### config.mk
export PLATFORM = sky130hd
export DESIGN_NAME = frame_commit_irq
export DESIGN_NICKNAME = d
export VERILOG_FILES = /design/src/rtl/fci_pkg.sv /design/src/rtl/fci_entry_queue.sv /design/src/rtl/fci_rmw_port.sv /design/src/rtl/fci_irq_ctl.sv /design/src/rtl/frame_commit_irq.sv
export SDC_FILE = /design/constraint.sdc
export NUM_CORES = 2
export LEC_CHECK = 0
export BUFFER_PORTS_ARGS = -buffer_cell sky130_fd_sc_hd__buf_4
export CORE_ASPECT_RATIO = 1.5
export CORE_MARGIN = 5
export CORE_UTILIZATION = 50
export CTS_CLUSTER_DIAMETER = 150
export DETAILED_ROUTE_END_ITERATION = 7
export GPL_TIMING_DRIVEN = 0
export PLACE_DENSITY_LB_ADDON = 0.2
export SYNTH_ARGS = -nofsm -noshare
export SYNTH_HDL_FRONTEND = slang
export SYNTH_SLANG_ARGS = --single-unit
### constraint.sdc
create_clock -name clk -period 7.85 [get_ports clk]
set_input_delay 0.3925 -clock clk [delete_from_list [all_inputs] [get_ports clk]]
set_output_delay 0.3925 -clock clk [all_outputs]
set_load 0.05 [all_outputs]
### src/rtl/fci_pkg.sv
package fci_pkg;
  typedef enum logic [1:0] {ST_IDLE, ST_ARMED, ST_APPLY} fci_state_e;
  localparam int SRC_VSYNC = 0;
  localparam int SRC_FDONE = 1;
  localparam int SRC_UF0   = 2;
endpackage

### src/rtl/fci_entry_queue.sv
module fci_entry_queue #(
  parameter int AW    = 4,
  parameter int DW    = 32,
  parameter int DEPTH = 16
) (
  input  logic                         clk,
  input  logic                         rst,
  input  logic                         wr,
  input  logic [AW-1:0]                waddr,
  input  logic [DW-1:0]                wmask,
  input  logic [DW-1:0]                wval,
  input  logic                         clr,
  input  logic [$clog2(DEPTH)-1:0]     ridx,
  output logic [$clog2(DEPTH+1)-1:0]   cnt,
  output logic [AW-1:0]                raddr,
  output logic [DW-1:0]                rmask,
  output logic [DW-1:0]                rval
);
  localparam int IW = $clog2(DEPTH);
  localparam int CW = $clog2(DEPTH+1);
  localparam int EW = AW + 2*DW;

  logic [EW-1:0] mem [DEPTH];
  logic [CW-1:0] cnt_q;
  logic [IW-1:0] widx;

  assign widx = clr ? '0 : cnt_q[IW-1:0];

  always_ff @(posedge clk) begin
    if (wr) mem[widx] <= {waddr, wmask, wval};
  end

  always_ff @(posedge clk) begin
    if (rst)      cnt_q <= '0;
    else if (clr) cnt_q <= CW'(wr);
    else          cnt_q <= cnt_q + CW'(wr);
  end

  assign cnt = cnt_q;
  assign {raddr, rmask, rval} = mem[ridx];
endmodule

### src/rtl/fci_rmw_port.sv
module fci_rmw_port #(
  parameter int AW = 4,
  parameter int DW = 32
) (
  input  logic          clk,
  input  logic          rst,
  input  logic          go,
  input  logic [AW-1:0] addr,
  input  logic [DW-1:0] mask,
  input  logic [DW-1:0] val,
  output logic          rf_we,
  output logic [AW-1:0] rf_addr,
  output logic [DW-1:0] rf_wdata
);
  localparam int NREG = 2**AW;

  logic [DW-1:0] shadow [NREG];
  logic [DW-1:0] merged;

  always_comb begin
    if (|mask) merged = (shadow[addr] & mask) | val;
    else       merged = val;
  end

  always_ff @(posedge clk) begin
    if (rst) begin
      rf_we    <= 1'b0;
      rf_addr  <= '0;
      rf_wdata <= '0;
      for (int i = 0; i < NREG; i++) shadow[i] <= '0;
    end else begin
      rf_we <= go;
      if (go) begin
        rf_addr      <= addr;
        rf_wdata     <= merged;
        shadow[addr] <= merged;
      end
    end
  end
endmodule

### src/rtl/fci_irq_ctl.sv
module fci_irq_ctl #(
  parameter int NSRC   = 4,
  parameter int FD_BIT = 1
) (
  input  logic            clk,
  input  logic            rst,
  input  logic            en_wr,
  input  logic [NSRC-1:0] en_wdata,
  input  logic            arm_fd,
  input  logic            disarm_fd,
  input  logic            clr_on_rd,
  input  logic            stat_rd,
  input  logic            stat_ack,
  input  logic [NSRC-1:0] ev,
  output logic [NSRC-1:0] stat_rdata,
  output logic            irq
);
  logic [NSRC-1:0] en_q, en_n, stat_q, stat_n, newly;
  logic            stale;

  always_comb begin
    en_n = en_wr ? en_wdata : en_q;
    if (arm_fd)    en_n[FD_BIT] = 1'b1;
    if (disarm_fd) en_n[FD_BIT] = 1'b0;
    newly  = en_n & ~en_q;
    stale  = |(newly & stat_q);
    stat_n = stat_q;
    if ((stat_rd && clr_on_rd) || stat_ack || stale) stat_n = '0;
    stat_n = stat_n | ev;
  end

  always_ff @(posedge clk) begin
    if (rst) begin
      en_q       <= '0;
      stat_q     <= '0;
      stat_rdata <= '0;
      irq        <= 1'b0;
    end else begin
      en_q   <= en_n;
      stat_q <= stat_n;
      if (stat_rd) stat_rdata <= stat_q;
      irq <= |(stat_n & en_n);
    end
  end
endmodule

### src/rtl/frame_commit_irq.sv
module frame_commit_irq
  import fci_pkg::*;
#(
  parameter int AW    = 4,
  parameter int DW    = 32,
  parameter int DEPTH = 16,
  parameter int NUF   = 2
) (
  input  logic             clk,
  input  logic             rst,
  input  logic             push_valid,
  input  logic [AW-1:0]    push_addr,
  input  logic [DW-1:0]    push_mask,
  input  logic [DW-1:0]    push_value,
  output logic             push_drop,
  output logic             upd_pending,
  input  logic             en_wr,
  input  logic [NUF+1:0]   en_wdata,
  input  logic             clr_on_rd,
  input  logic             stat_rd,
  input  logic             stat_ack,
  output logic [NUF+1:0]   stat_rdata,
  input  logic             ev_vsync,
  input  logic             ev_frame_done,
  input  logic [NUF-1:0]   ev_underflow,
  output logic             rf_we,
  output logic [AW-1:0]    rf_addr,
  output logic [DW-1:0]    rf_wdata,
  output logic             irq,
  output logic             vblank_done
);
  localparam int NSRC = NUF + 2;
  localparam int IW   = $clog2(DEPTH);
  localparam int CW   = $clog2(DEPTH+1);
  localparam logic [AW-1:0] TERM = {AW{1'b1}};

  fci_state_e    st_q;
  logic [IW-1:0] rptr_q;
  logic [CW-1:0] cnt;
  logic [AW-1:0] e_addr;
  logic [DW-1:0] e_mask, e_val;
  logic          is_term, busy, push_ok, arm, start, last, q_clr;
  logic          drop_q, vb_q;
  logic [NSRC-1:0] ev;

  assign ev      = {ev_underflow, ev_frame_done, ev_vsync};
  assign is_term = push_valid && (push_addr == TERM);
  assign busy    = (st_q == ST_APPLY);
  assign push_ok = push_valid && !is_term && !busy && (cnt != CW'(DEPTH));
  assign arm     = is_term && !busy;
  assign start   = ev_frame_done && (st_q == ST_ARMED);
  assign last    = busy && ((CW'(rptr_q) + CW'(1)) == cnt);
  assign q_clr   = last || (start && (cnt == '0));

  always_ff @(posedge clk) begin
    if (rst) begin
      st_q   <= ST_IDLE;
      rptr_q <= '0;
    end else begin
      case (st_q)
        ST_IDLE:  if (arm) st_q <= ST_ARMED;
        ST_ARMED: if (start) begin
                    rptr_q <= '0;
                    st_q   <= (cnt == '0) ? ST_IDLE : ST_APPLY;
                  end
        ST_APPLY: begin
                    rptr_q <= rptr_q + IW'(1);
                    if (last) st_q <= ST_IDLE;
                  end
        default:  st_q <= ST_IDLE;
      endcase
    end
  end

  always_ff @(posedge clk) begin
    if (rst) begin
      drop_q <= 1'b0;
      vb_q   <= 1'b0;
    end else begin
      drop_q <= push_valid && !push_ok && !arm;
      vb_q   <= ev_vsync && (st_q == ST_IDLE);
    end
  end

  assign push_drop   = drop_q;
  assign vblank_done = vb_q;
  assign upd_pending = (st_q != ST_IDLE);

  fci_entry_queue #(.AW(AW), .DW(DW), .DEPTH(DEPTH)) u_queue (
    .clk   (clk),
    .rst   (rst),
    .wr    (push_ok),
    .waddr (push_addr),
    .wmask (push_mask),
    .wval  (push_value),
    .clr   (q_clr),
    .ridx  (rptr_q),
    .cnt   (cnt),
    .raddr (e_addr),
    .rmask (e_mask),
    .rval  (e_val)
  );

  fci_rmw_port #(.AW(AW), .DW(DW)) u_rmw (
    .clk      (clk),
    .rst      (rst),
    .go       (busy),
    .addr     (e_addr),
    .mask     (e_mask),
    .val      (e_val),
    .rf_we    (rf_we),
    .rf_addr  (rf_addr),
    .rf_wdata (rf_wdata)
  );

  fci_irq_ctl #(.NSRC(NSRC), .FD_BIT(SRC_FDONE)) u_irq (
    .clk        (clk),
    .rst        (rst),
    .en_wr      (en_wr),
    .en_wdata   (en_wdata),
    .arm_fd     (arm),
    .disarm_fd  (start),
    .clr_on_rd  (clr_on_rd),
    .stat_rd    (stat_rd),
    .stat_ack   (stat_ack),
    .ev         (ev),
    .stat_rdata (stat_rdata),
    .irq        (irq)
  );
endmodule

==> results by group <==
Power and ir drop
  – P_leak: 25.4 nW
  – Peak supply drop: 0.155 mV
  – Cell Pwr Density: 237 nW/um^2

Floorplanning
  – Die width: 309 um
  – Row count: 164
  – Die height: 459 um
  – Initial Utilization: 50.3%
  – Core ar.: 133000 um^2
  – Die ar.: 142000 um^2
  – I/O Pins: 128

Layout
  – Fin nets: 4231
  – Storage cell area: 49400 um^2
  – Share of cells above drive strength 1: 23.5%
  – Final core occ: 57.9%
  – Area grow syn2layout: 15.1%
  – Area occupied by multi-input gates: 16500 um^2
  – Design Area, Final: 77200 um^2
  – Fillers: 10100

Clock network
  – Post-cts repair resize count: 0
  – Max clock buf depth: 3
  – CTS Buf Count: 150
  – Reg clk slew, reported paths: 0.07 ns
  – CTS Sinks: 1667
  – Skew-Pair Late Insertion Delay: 0.79 ns
  – CTS tree: built
  – CTS Root Cell: clkbuf_16
  – H-tree levels: 4

Global routing
  – Antenna violations before repair: 15
  – Vias in the first global route: 37300
  – First-pass GRT wire length: 263 mm
  – Gr usage total: 25.9%
  – Pin count of the biggest net entering global routing: 33
  – GR Overflow Total: 0

Synth
  – Register area share after synthesis: 73.6%
  – Mapped Cells: 3715
  – Asr flop ratio synth: 0%
  – Synth area leader: edfxtp_1
  – Top-count cell post-synth: edfxtp_1
  – Flops & latches, synth: 1667
  – Post-synth top area share: 71.6%
  – Mean post-synth cell area: 18.1 um^2
  – Mapped Area: 67100 um^2
  – Synth Net Count: 3801
  – Ranking of synthesized cells by area: edfxtp_1, mux4_2, nor2_1, mux2i_1, dfxtp_1
  – Yosys warns: 0
  – Number of flops mapped to enable cells by yosys: 1600
  – Synth unique cells: 72
  – Main flop type after synthesis: edfxtp_1
  – Post-synth top cells: edfxtp_1, nor2_1, mux4_2

Job
  – # Max-Cap Violations: 1

Status
  – Failing checks: max-capacitance violations
  – Outcome: finished with violations

Setup path
  – Setup crit start kind: flop
  – Crit Path Category: flop to flop
  – Arrival time at the worst endpoint: 6.42 ns
  – Capturing point of the worst reg2reg path: u_rmw.shadow[2][11]
  – R2r setup slk: 1.94 ns
  – Crit. End Element: flop
  – Reg2Reg Depth: 13
  – WP data required: 8.36 ns
  – CP Max Fanout: 10

Detailed routing
  – DRT Pass-1 Iters: 8
  – ANT nets after route: 0
  – Drt total wl: 184 mm
  – Vias: 36500
  – DR WL/cell: 30.6 um
  – Initial DRC count: 3893
  – Drt drc: 0
  – Avg Vias per Cell: 6.07

Place
  – Placed cell area: 71700 um^2
  – GP Congestion: 0.912
  – Port Buffers: 125
  – DP Wirelength: 131 mm

STA
  – TNS Setup: 0 ns
  – Final Skew: 0.0344 ns
  – Final hold slack: 0.0522 ns
  – Final period utilization: 75.3%
  – RSZ-0062 raised after global routing: no
  – F_max: 0.169 GHz
  – Max-slew headroom: 0.0547%
  – Final slew viol count: 0
  – Final Hold Vio Count: 0
  – Min cycle time layout: 5.91 ns
  – Endpoints failing setup: 0
  – Worst Tran Pin Value: 1.49 ns

Min path
  – HP Start: stat_rd
  – HP Class: input port to flop
  – Hold Path Sink: u_irq.stat_rdata[0]
  – Hold path depth: 3
==> metal layers <==
layer | share of wire, % | vias to the layer above | global-route usage (%)
li1 | - | 15600 | -
met1 | 36 | 19100 | 30.8
met2 | 54 | 1442 | 47.3
met3 | 6.2 | 391 | 4.59
met4 | 4.3 | 10 | 9.56
met5 | 0.033 | - | 0
==> worst max-delay path by stage <==
| stage | slack, ns | cells past startpoint | endpoint | startpoint |
|---|---|---|---|---|
| floorplan | 1.18 | 6 | u_queue.mem[1][0] | st_q[0] |
| global placement | -5.81 | 6 | u_queue.mem[3][9] | st_q[0] |
| detailed placement | 1.98 | 13 | u_rmw.shadow[2][11] | flop |
| CTS | 1.98 | 13 | u_rmw.shadow[2][11] | flop |
| global route | 1.74 | 13 | u_rmw.shadow[4][11] | flop |
| finish | 1.94 | 13 | u_rmw.shadow[2][11] | flop |
==> layout make-up <==
class	instances	area share (%)
flip-flops and latches	1667	63.9
multi-input cells	1779	21.3
clock buffers	197	5.33
repair buffers	278	3.98
well taps	1743	2.82
plain buffers	263	1.79
clock inverters	78	0.765
inverters	6	0.0292
diodes	9	0.0292
==> timing repair <==
item                                    CTS  global route
hold buffers                             76             0
endpoints found under the hold margin  1098             0
setup buffers                             0             0
==> metrics by stage <==
| stage | setup WS [ns] | instances | power (mW) |
|---|---|---|---|
| 2_1_floorplan | 1.18 | 3715 | 10.8 |
| 3_3_place_gp | -5.81 | 5583 | 11.3 |
| 3_5_place_dp | 1.98 | 5660 | 11.3 |
| 4_1_cts | 1.98 | 6011 | 18.4 |
| 5_1_grt | 1.74 | 6014 | 18.8 |
| 6_report | 1.94 | 6020 | 18.3 |
==> where the power goes <==
group          internal [mW]  total (mW)  leakage, nW  switching, mW
combinational          0.394        1.21         7.40          0.817
sequential              9.90        9.94         15.7         0.0448
clock                   3.91        7.15         2.31           3.24
==> state kept, by name, indices dropped and copies added, names as in the netlist, named ones only <==
register / cells
u_rmw.rf_wdata: 32
u_queue.cnt: 5
u_rmw.rf_addr: 4
rptr_q: 4
u_rmw.shadow: 512
vblank_done: 1
u_irq.en_q: 4
u_irq.irq: 1
u_irq.stat_rdata: 4
u_rmw.rf_we: 1
u_queue.mem: 1088
push_drop: 1
u_irq.stat_q: 4
st_q: 2
==> worst max-delay path: stages, from the launching register on <==
cell	delay, ns
dfxtp_1	0.30
clkbuf_1	0.33
and2_1	0.19
clkbuf_2	0.25
a221oi_1	0.16
o21ai_2	0.60
nand2_1	0.36
buf_2	0.34
clkbuf_1	0.45
a211oi_1	1.12
a211oi_1	0.45
a41oi_2	0.66
buf_2	0.33
nor2_1	0.07
==> cells by family after synthesis <==
logic type      share of synthesized area [%]
fa+ha+maj                              0.0560
compound gates                           5.01
mux                                      13.2
buf+inv                                  2.09
simple gates                             5.97
flops                                    73.6
xor+xnor                               0.0914
==> placed cells by master (no fill, tap or decap), drive strengths merged, types with 6 or more instances in the layout <==
master	instances
a31oi	29
dlygate4sd3	76
and2	8
buf	329
edfxtp	1600
nand3	13
and3	48
o21ai	20
mux2	32
clkinv	65
nand2	186
clkbuf	333
a32o	30
nand4	30
a2111oi	20
mux2i	195
o22ai	41
a221oi	51
or2	6
a21oi	16
diode	9
bufinv	6
nor2	590
nand2b	23
mux4	286
nor3	17
a211oi	70
nand3b	6
dfxtp	67
inv	9
a22oi	6
Power figures use the tool's default switching activity.
